<file path="src/rtl/ubt_pkg.sv">
package ubt_pkg;

    // How one storage lane behaves at the coming system clock edge
    typedef enum logic [1:0] {
        MODE_PASS    = 2'd0,   // latch enable high: track the input
        MODE_CAPTURE = 2'd1,   // device clock fell: load the input
        MODE_HOLD    = 2'd2    // otherwise keep the stored word
    } lane_mode_e;

    function automatic lane_mode_e lane_mode(input logic le,
                                             input logic ck_prev,
                                             input logic ck_now);
        if (le)
            return MODE_PASS;
        else if (ck_prev && !ck_now)
            return MODE_CAPTURE;
        else
            return MODE_HOLD;
    endfunction

endpackage

</file>
<file path="src/rtl/ubt_lane.sv">
module ubt_lane #(
    parameter int WIDTH = 18
) (
    input  logic             clk,
    input  logic             rst_n,
    input  logic [WIDTH-1:0] din,
    input  logic             le,
    input  logic             ck,
    output logic [WIDTH-1:0] dout
);
    import ubt_pkg::*;

    typedef struct packed {
        logic [WIDTH-1:0] store;
        logic             ck_prev;
    } lane_st_t;

    lane_st_t   st_d, st_q;
    lane_mode_e mode;

    always_comb begin
        mode       = lane_mode(le, st_q.ck_prev, ck);
        st_d       = st_q;
        st_d.ck_prev = ck;
        case (mode)
            MODE_PASS, MODE_CAPTURE: st_d.store = din;
            default:                 st_d.store = st_q.store;
        endcase
    end

    always_ff @(posedge clk or negedge rst_n) begin
        if (!rst_n)
            st_q <= '0;
        else
            st_q <= st_d;
    end

    // Pass-through bypass while the latch is open, stored word otherwise
    assign dout = le ? din : st_q.store;

endmodule

</file>
<file path="src/rtl/ubt_oe_gate.sv">
module ubt_oe_gate #(
    parameter bit ACTIVE_HIGH = 1'b1
) (
    input  logic en_raw,
    output logic drive
);
    generate
        if (ACTIVE_HIGH) begin : g_hi
            assign drive = en_raw;
        end else begin : g_lo
            assign drive = ~en_raw;
        end
    endgenerate
endmodule

</file>
<file path="src/rtl/ubt_half.sv">
module ubt_half #(
    parameter int WIDTH = 18
) (
    input  logic             clk,
    input  logic             rst_n,
    input  logic [WIDTH-1:0] a_in,
    input  logic [WIDTH-1:0] b_in,
    input  logic             ab_oe,
    input  logic             ba_oe_n,
    input  logic             ab_le,
    input  logic             ba_le,
    input  logic             ab_ck,
    input  logic             ba_ck,
    output logic [WIDTH-1:0] b_out,
    output logic             b_drv,
    output logic [WIDTH-1:0] a_out,
    output logic             a_drv
);
    ubt_lane #(.WIDTH(WIDTH)) u_ab (
        .clk (clk), .rst_n (rst_n),
        .din (a_in), .le (ab_le), .ck (ab_ck), .dout (b_out)
    );

    ubt_lane #(.WIDTH(WIDTH)) u_ba (
        .clk (clk), .rst_n (rst_n),
        .din (b_in), .le (ba_le), .ck (ba_ck), .dout (a_out)
    );

    ubt_oe_gate #(.ACTIVE_HIGH(1'b1)) u_oe_b (.en_raw (ab_oe),   .drive (b_drv));
    ubt_oe_gate #(.ACTIVE_HIGH(1'b0)) u_oe_a (.en_raw (ba_oe_n), .drive (a_drv));

endmodule

</file>
<file path="src/rtl/ubt_xcvr.sv">
module ubt_xcvr #(
    parameter int HALF_W     = 18,
    parameter int NUM_HALVES = 2,
    localparam int WORD_W    = HALF_W * NUM_HALVES
) (
    input  logic              clk,
    input  logic              rst_n,
    input  logic [WORD_W-1:0] a_in,
    input  logic [WORD_W-1:0] b_in,
    input  logic [NUM_HALVES-1:0] ab_oe,
    input  logic [NUM_HALVES-1:0] ba_oe_n,
    input  logic [NUM_HALVES-1:0] ab_le,
    input  logic [NUM_HALVES-1:0] ba_le,
    input  logic [NUM_HALVES-1:0] ab_ck,
    input  logic [NUM_HALVES-1:0] ba_ck,
    output logic [WORD_W-1:0] b_out,
    output logic [NUM_HALVES-1:0] b_drv,
    output logic [WORD_W-1:0] a_out,
    output logic [NUM_HALVES-1:0] a_drv
);
    genvar h;
    generate
        for (h = 0; h < NUM_HALVES; h++) begin : g_half
            ubt_half #(.WIDTH(HALF_W)) u_half (
                .clk     (clk),
                .rst_n   (rst_n),
                .a_in    (a_in[h*HALF_W +: HALF_W]),
                .b_in    (b_in[h*HALF_W +: HALF_W]),
                .ab_oe   (ab_oe[h]),
                .ba_oe_n (ba_oe_n[h]),
                .ab_le   (ab_le[h]),
                .ba_le   (ba_le[h]),
                .ab_ck   (ab_ck[h]),
                .ba_ck   (ba_ck[h]),
                .b_out   (b_out[h*HALF_W +: HALF_W]),
                .b_drv   (b_drv[h]),
                .a_out   (a_out[h*HALF_W +: HALF_W]),
                .a_drv   (a_drv[h])
            );
        end
    endgenerate

endmodule

</file>
<file path="config.mk">
export PLATFORM = sky130hd
export DESIGN_NAME = ubt_xcvr
export DESIGN_NICKNAME = d
export VERILOG_FILES = /design/src/rtl/ubt_pkg.sv /design/src/rtl/ubt_lane.sv /design/src/rtl/ubt_oe_gate.sv /design/src/rtl/ubt_half.sv /design/src/rtl/ubt_xcvr.sv
export SDC_FILE = /design/constraint.sdc
export NUM_CORES = 1
export LEC_CHECK = 0
export ABC_AREA = 1
export BUFFER_PORTS_ARGS = -buffer_cell sky130_fd_sc_hd__buf_4
export CORE_UTILIZATION = 49
export CTS_BUF_LIST = sky130_fd_sc_hd__clkbuf_8 sky130_fd_sc_hd__clkbuf_16
export CTS_CLUSTER_DIAMETER = 30
export CTS_CLUSTER_SIZE = 14
export DETAILED_ROUTE_END_ITERATION = 16
export GPL_TIMING_DRIVEN = 0
export HOLD_SLACK_MARGIN = 0.15
export PLACE_DENSITY_LB_ADDON = 0.05
export SLEW_MARGIN = 20
export SYNTH_ARGS = -nofsm -noshare
export SYNTH_HDL_FRONTEND = slang
export SYNTH_SLANG_ARGS = --single-unit
</file>
<file path="constraint.sdc">
create_clock -name clk -period 1 [get_ports clk]
set_input_delay 0.2 -clock clk [delete_from_list [all_inputs] [get_ports clk]]
set_output_delay 0.2 -clock clk [all_outputs]
set_load 0.005 [all_outputs]
</file>
Yosys cells after proc, flatten, opt, wreduce, memory -nomap -nowiden

Cells that the tools add are included.

Register bits: 76
Bits in latches: 0
Bits in writable memories: 0
Memory bits (read-only): 0
Input bits: 86
Output and inout port bits: 76
Logic and storage cells: 42
Memories: 0

Add/subtract/negate cells: 0
Multipliers: 0
Divide/modulo/power cells: 0
Magnitude comparators: 0
Equal/unequal tests: 4
Shift operators: 0
Muxes and demuxes: 12
Bitwise operators: 2
Reduce and logical (&&, ||, !) cells: 16

Operators with widths:

| cell                                                | count |
|---|---|
| 2-to-1 mux 18 bit                                   | 4 |
| 2-to-1 mux 2 bit                                    | 8 |
| equality test 2 x 1 -> 1 bit, second input constant | 4 |
| zero test 2 bit                                     | 4 |
| OR reduction 2 bit                                  | 4 |
| logical AND 1 bit                                   | 4 |
| zero test 1 bit                                     | 4 |
| inverter 1 bit                                      | 2 |

Depth between registers and ports, before layout

Depth in word-level cells: 6
Depth in mapped cells: 6
Mapped depth without buffers: 5

Cells and area by module

From an unflattened synthesis, not the netlist that was laid out.

Cell total of the unflattened synthesis: 556
Area, all modules: 4066.4 µm²

By module, submodules not included:

| module                                     | times used | cells an instance | area each (µm²) | sequential area each (µm²) |
|---|---|---|---|---|
| ubt_lane                                   | 4          | 138               | 1011.0          | 475.5 |
| ubt_oe_gate at g_half[0].u_half.u_oe_b ... | 2          | 1                 | 7.5             | 0.0 |
| ubt_oe_gate at g_half[0].u_half.u_oe_a ... | 2          | 1                 | 3.8             | 0.0 |

Worst setup path before layout

Ideal clock, no wire load.

Path kind: register to register
Start: reg g_half[0].u_half.u_ab.st_q[0] in the netlist's numbering
End: reg g_half[0].u_half.u_ab.st_q[17] in the netlist's numbering
Library setup time: 0.116 ns
Arrival time: 0.798 ns
Data required time: 0.884 ns
Setup slack: 0.086 ns
Cell stages (with the launch flop): 6
Buffers on the path: 1
Clock period less this slack: 0.914 ns
Cell sequence: dfrtp_1 > nand2_4 > nand2_8 > buf_6 > nand2_1 > nand2_1

Longest elaborated chain between the ends: 5
Elaborated cells on any way between the ends: 6

RTL lines:

| element                                                         | line           | text |
|---|---|---|
| from (decl)                                                     | ubt_lane.sv:18 | `lane_st_t st_d, st_q;` |
| from (signal assigned)                                          | ubt_lane.sv:35 | `st_q <= st_d;` |
| logical AND 1 bit (*)                                           | ubt_pkg.sv:15  | `else if (ck_prev && !ck_now)` |
| 2-to-1 mux 2 bit (*)                                            | ubt_pkg.sv:15  |  |
| 2-to-1 mux 2 bit (*)                                            | ubt_pkg.sv:13  | `if (le)` |
| equality test 2 x 1 -> 1 bit or zero test 2 bit (tied branches) | ubt_lane.sv:25 | `case (mode)` |
| OR reduction 2 bit (*)                                          | ubt_lane.sv:25 |  |

Every way passes the cells marked *; elsewhere a longest branch is shown, timed or not.
A chain may end at the register's enable or synchronous reset.

Worst setup path after layout

Start: reg g_half[0].u_half.u_ab.st_q[9] in the netlist's numbering
End: out b_out[8]

Longest elaborated chain between the ends: 1

RTL lines:

| element           | line           | text |
|---|---|---|
| 2-to-1 mux 18 bit | ubt_lane.sv:39 | `assign dout = le ? din : st_q.store;` |
| to (decl)         | ubt_xcvr.sv:16 | `output logic [WORD_W-1:0] b_out,` |

Every way passes these cells.

==> qor.txt <==
H-tree levels - 3
CP max FO - 2
MaxCap Viol Count - 0
CTS tree - built
Layout area overhead - 73.0%
GRT Util Overall - 30.2%
Adder-cell share of the synthesized area - 0%
Post-DR wirelength/cell - 14.9 µm
CP arrival - 1.07 ns
WS Path Type - register to output port
Final slew viol count - 0
Share of layout cells above drive strength 1 - 33.7%
Synth Net Count - 644
Final Hold Fails - 9
Violated checks - negative hold slack, negative setup slack
Root buf cell - clkbuf_8
Placed inst area - 0.00537 mm²
Post-synth top area share - 46.6%
Final GP Congestion - 0.786
Post-synth top cells - nand2_1, dfrtp_1, nand3_1, buf_4, buf_6
NetSw - 2.48 mW
Final Cell Area - 0.00706 mm²
Leak Pwr - 3.99 nW
Worst-margin pin slew - 0.960 ns
Clk sinks - 76
Non-Filler Instances - 971
Simple-gate share of the synthesized area - 45.0%
Hold WC Path Type - primary input to async pin
WL final - 14,500 µm
RR Startpoint - g_half[1].u_half.u_ba.st_q[2]$_DFFE_PN0P_
Multiplexer share of the synthesized area - 0%
Cell Area, Synth - 0.00408 mm²
Clock Power Share - 29.5%
N_diodes - 0
Most used cell, CP - nand2_1
Initial Util - 51.7%
Top post-synthesis cells by area - dfrtp_1, nand2_1, nand3_1
Final nets - 950
Die X - 93.2 µm
TritonRoute pass-1 iters - 5
Avg Cell Area, Syn - 7.31 µm²
Run status - complete, but fails checks
Max stage delay on crit path - 0.40 ns
PD cells - 1250 mW/mm²
Post-route DRC - 0
ANT nets after route - 0
Post-Synth XOR/XNOR Area - 0%
Hpwl dp - 7180 µm
Main combinational cell family by area after synthesis - simple AND/OR/NAND/NOR gates
Overall power - 8.78 mW
Compound-Gate Fraction of Synth Area - 0%
Max_slew headroom - 36.0%
DP Cell Count - 815
Fin crit share - 127%
Tmin final - 1.27 ns
Netlist cell types - 11
Slowest CP cell - dfrtp_1
Chip Height - 93.2 µm
Via count - 5,036
Vias/cell - 5.19
Internal - 6.30 mW
Die area - 0.00869 mm²
Remaining Overflow, GRT - 0
Count leader, synth - nand2_1
Worst VDD drop - 993 µV
Reg2reg end - g_half[1].u_half.u_ba.st_q[2]$_DFFE_PN0P_
Final Worst Setup Slack - -0.272 ns
Cells after Synth - 558
Final setup fails - 72
Clock latency on the worst-skew pair - 0.35 ns
R2R Setup Slk - 0.03 ns
Row cnt - 32
RSZ-0062 raised after global routing - yes
Synth Flop Type - dfrtp_1
Clock Tree Buf Depth - 2
Path depth of the worst reg2reg path - 4
Hold buffers post-CTS - 76
Flop pwr share - 40.3%
Setup_tns - -13.48 ns
Startpoint types - register
Req. time, crit path - 0.80 ns
Max Freq - 0.786 GHz
Critical path endpoint category - output port
Initial antenna violation count - 0
Final Util - 89.5%
Worst-path clk slew - 0.08 ns
Post-synthesis sequential area ratio - 46.6%
Synthesized flop and latch total - 76
Hold_ws - -0.00469 ns
Vias in the first global route - 4,631
Port bufs - 155
Switching share of power - 28.2%
Largest net degree at the start of global routing - 77
EDFF count, synth - 0
Core footprint - 0.00789 mm²
Total of warnings raised by yosys - 0
Leading area contributor after synthesis - dfrtp_1
Asr flop ratio synth - 100%
Setup WS pre-CTS - -0.0594 ns
1st-iter DRT viols - 309
Num CTS Buffers - 9
Clock skew - 0.0123 ns
I/O pins - 162
Global-route wire length before repair - 20,900 µm
Combinational share of power - 30.2%
Worst path cell trace - nand2_1 > nand2_1 > buf_6
==> worst max path at each step <==
stage               cells after the start  slack (ns)                                    endpoint                                  startpoint
finish                                  3       -0.27                                    b_out[8]   g_half[0].u_half.u_ab.st_q[9]$_DFFE_PN0P_
global route                            3       -0.32                                   b_out[15]  g_half[0].u_half.u_ab.st_q[16]$_DFFE_PN0P_
CTS                                     3       -0.19                                   a_out[33]  g_half[1].u_half.u_ba.st_q[16]$_DFFE_PN0P_
detailed placement                      6       -0.06                                    b_out[7]                                    ab_le[0]
global placement                        6       -0.05                                    b_out[7]                                    ab_le[0]
floorplan                               5        0.09  g_half[0].u_half.u_ab.st_q[17]$_DFFE_PN0P_     g_half[0].u_half.u_ab.st_q[0]$_DFF_PN0_
==> power groups by stage <==
| stage | clock (mW) | sequential, mW | combinational [mW] |
|---|---|---|---|
| finish | 2.59 | 3.54 | 2.66 |
| detailed placement | 0 | 3.58 | 1.81 |
| global route | 2.73 | 3.56 | 2.88 |
| floorplan | 0 | 3.54 | 0.894 |
| global placement | 0 | 3.56 | 1.78 |
| CTS | 2.59 | 3.51 | 2.24 |
==> placed cells by master, fill, tap and decap left out, drive strengths merged <==
cell         synthesis  routed
nand2              368     369
buf                 29     250
dfrtp               76      76
dlygate4sd3          0      76
nand3               72      72
inv                 10      12
clkbuf               3      10
bufinv               0       2
clkinv               0       1
clkinvlp             0       1
==> per-layer routing <==
metal  global-route usage (%)  wire length (µm)
met1                     36.8              5500
met2                     55.0              7540
met3                     4.80               998
met4                     8.59               463
met5                        0                 0
==> worst max-delay path, delay by kind of cell, from the launching register on <==
family                 cells  cell delay [ns]
DFF                        1             0.40
and+or+nand+nor            2             0.20
buffers and inverters      1             0.13
==> logic make-up after synthesis <==
| group | after synthesis |
|---|---|
| DFF | 76 |
| and+or+nand+nor | 440 |
| buffers and inverters | 42 |
==> state kept, by name (all words and copies together) (netlist names) <==
register                 flops
g_half.u_half.u_ba.st_q     38
g_half.u_half.u_ab.st_q     38
==> timing repair <==
| action | 4_1_cts | 5_1_grt |
|---|---|---|
| cloned | 1 | 0 |
| resized for setup | 10 | 63 |
| buffers inserted | 34 | 33 |
| pin swaps | 70 | 41 |
| hold endpoints to repair | 152 | 76 |
| setup endpoints to repair | 104 | 108 |
==> final cells by class <==
| type | instances | area [µm²] |
|---|---|---|
| multi-input combinational | 441 | 1890 |
| sequential | 76 | 1900 |
| timing repair buffer | 298 | 2610 |
| buffer | 28 | 245 |
| tap | 102 | 128 |
| clock buffer | 10 | 138 |
| clock inverter | 6 | 80.1 |
| inverter | 10 | 67.6 |
| fill | 399 | 832 |
No activity file was read; power rests on OpenSTA's default activity.
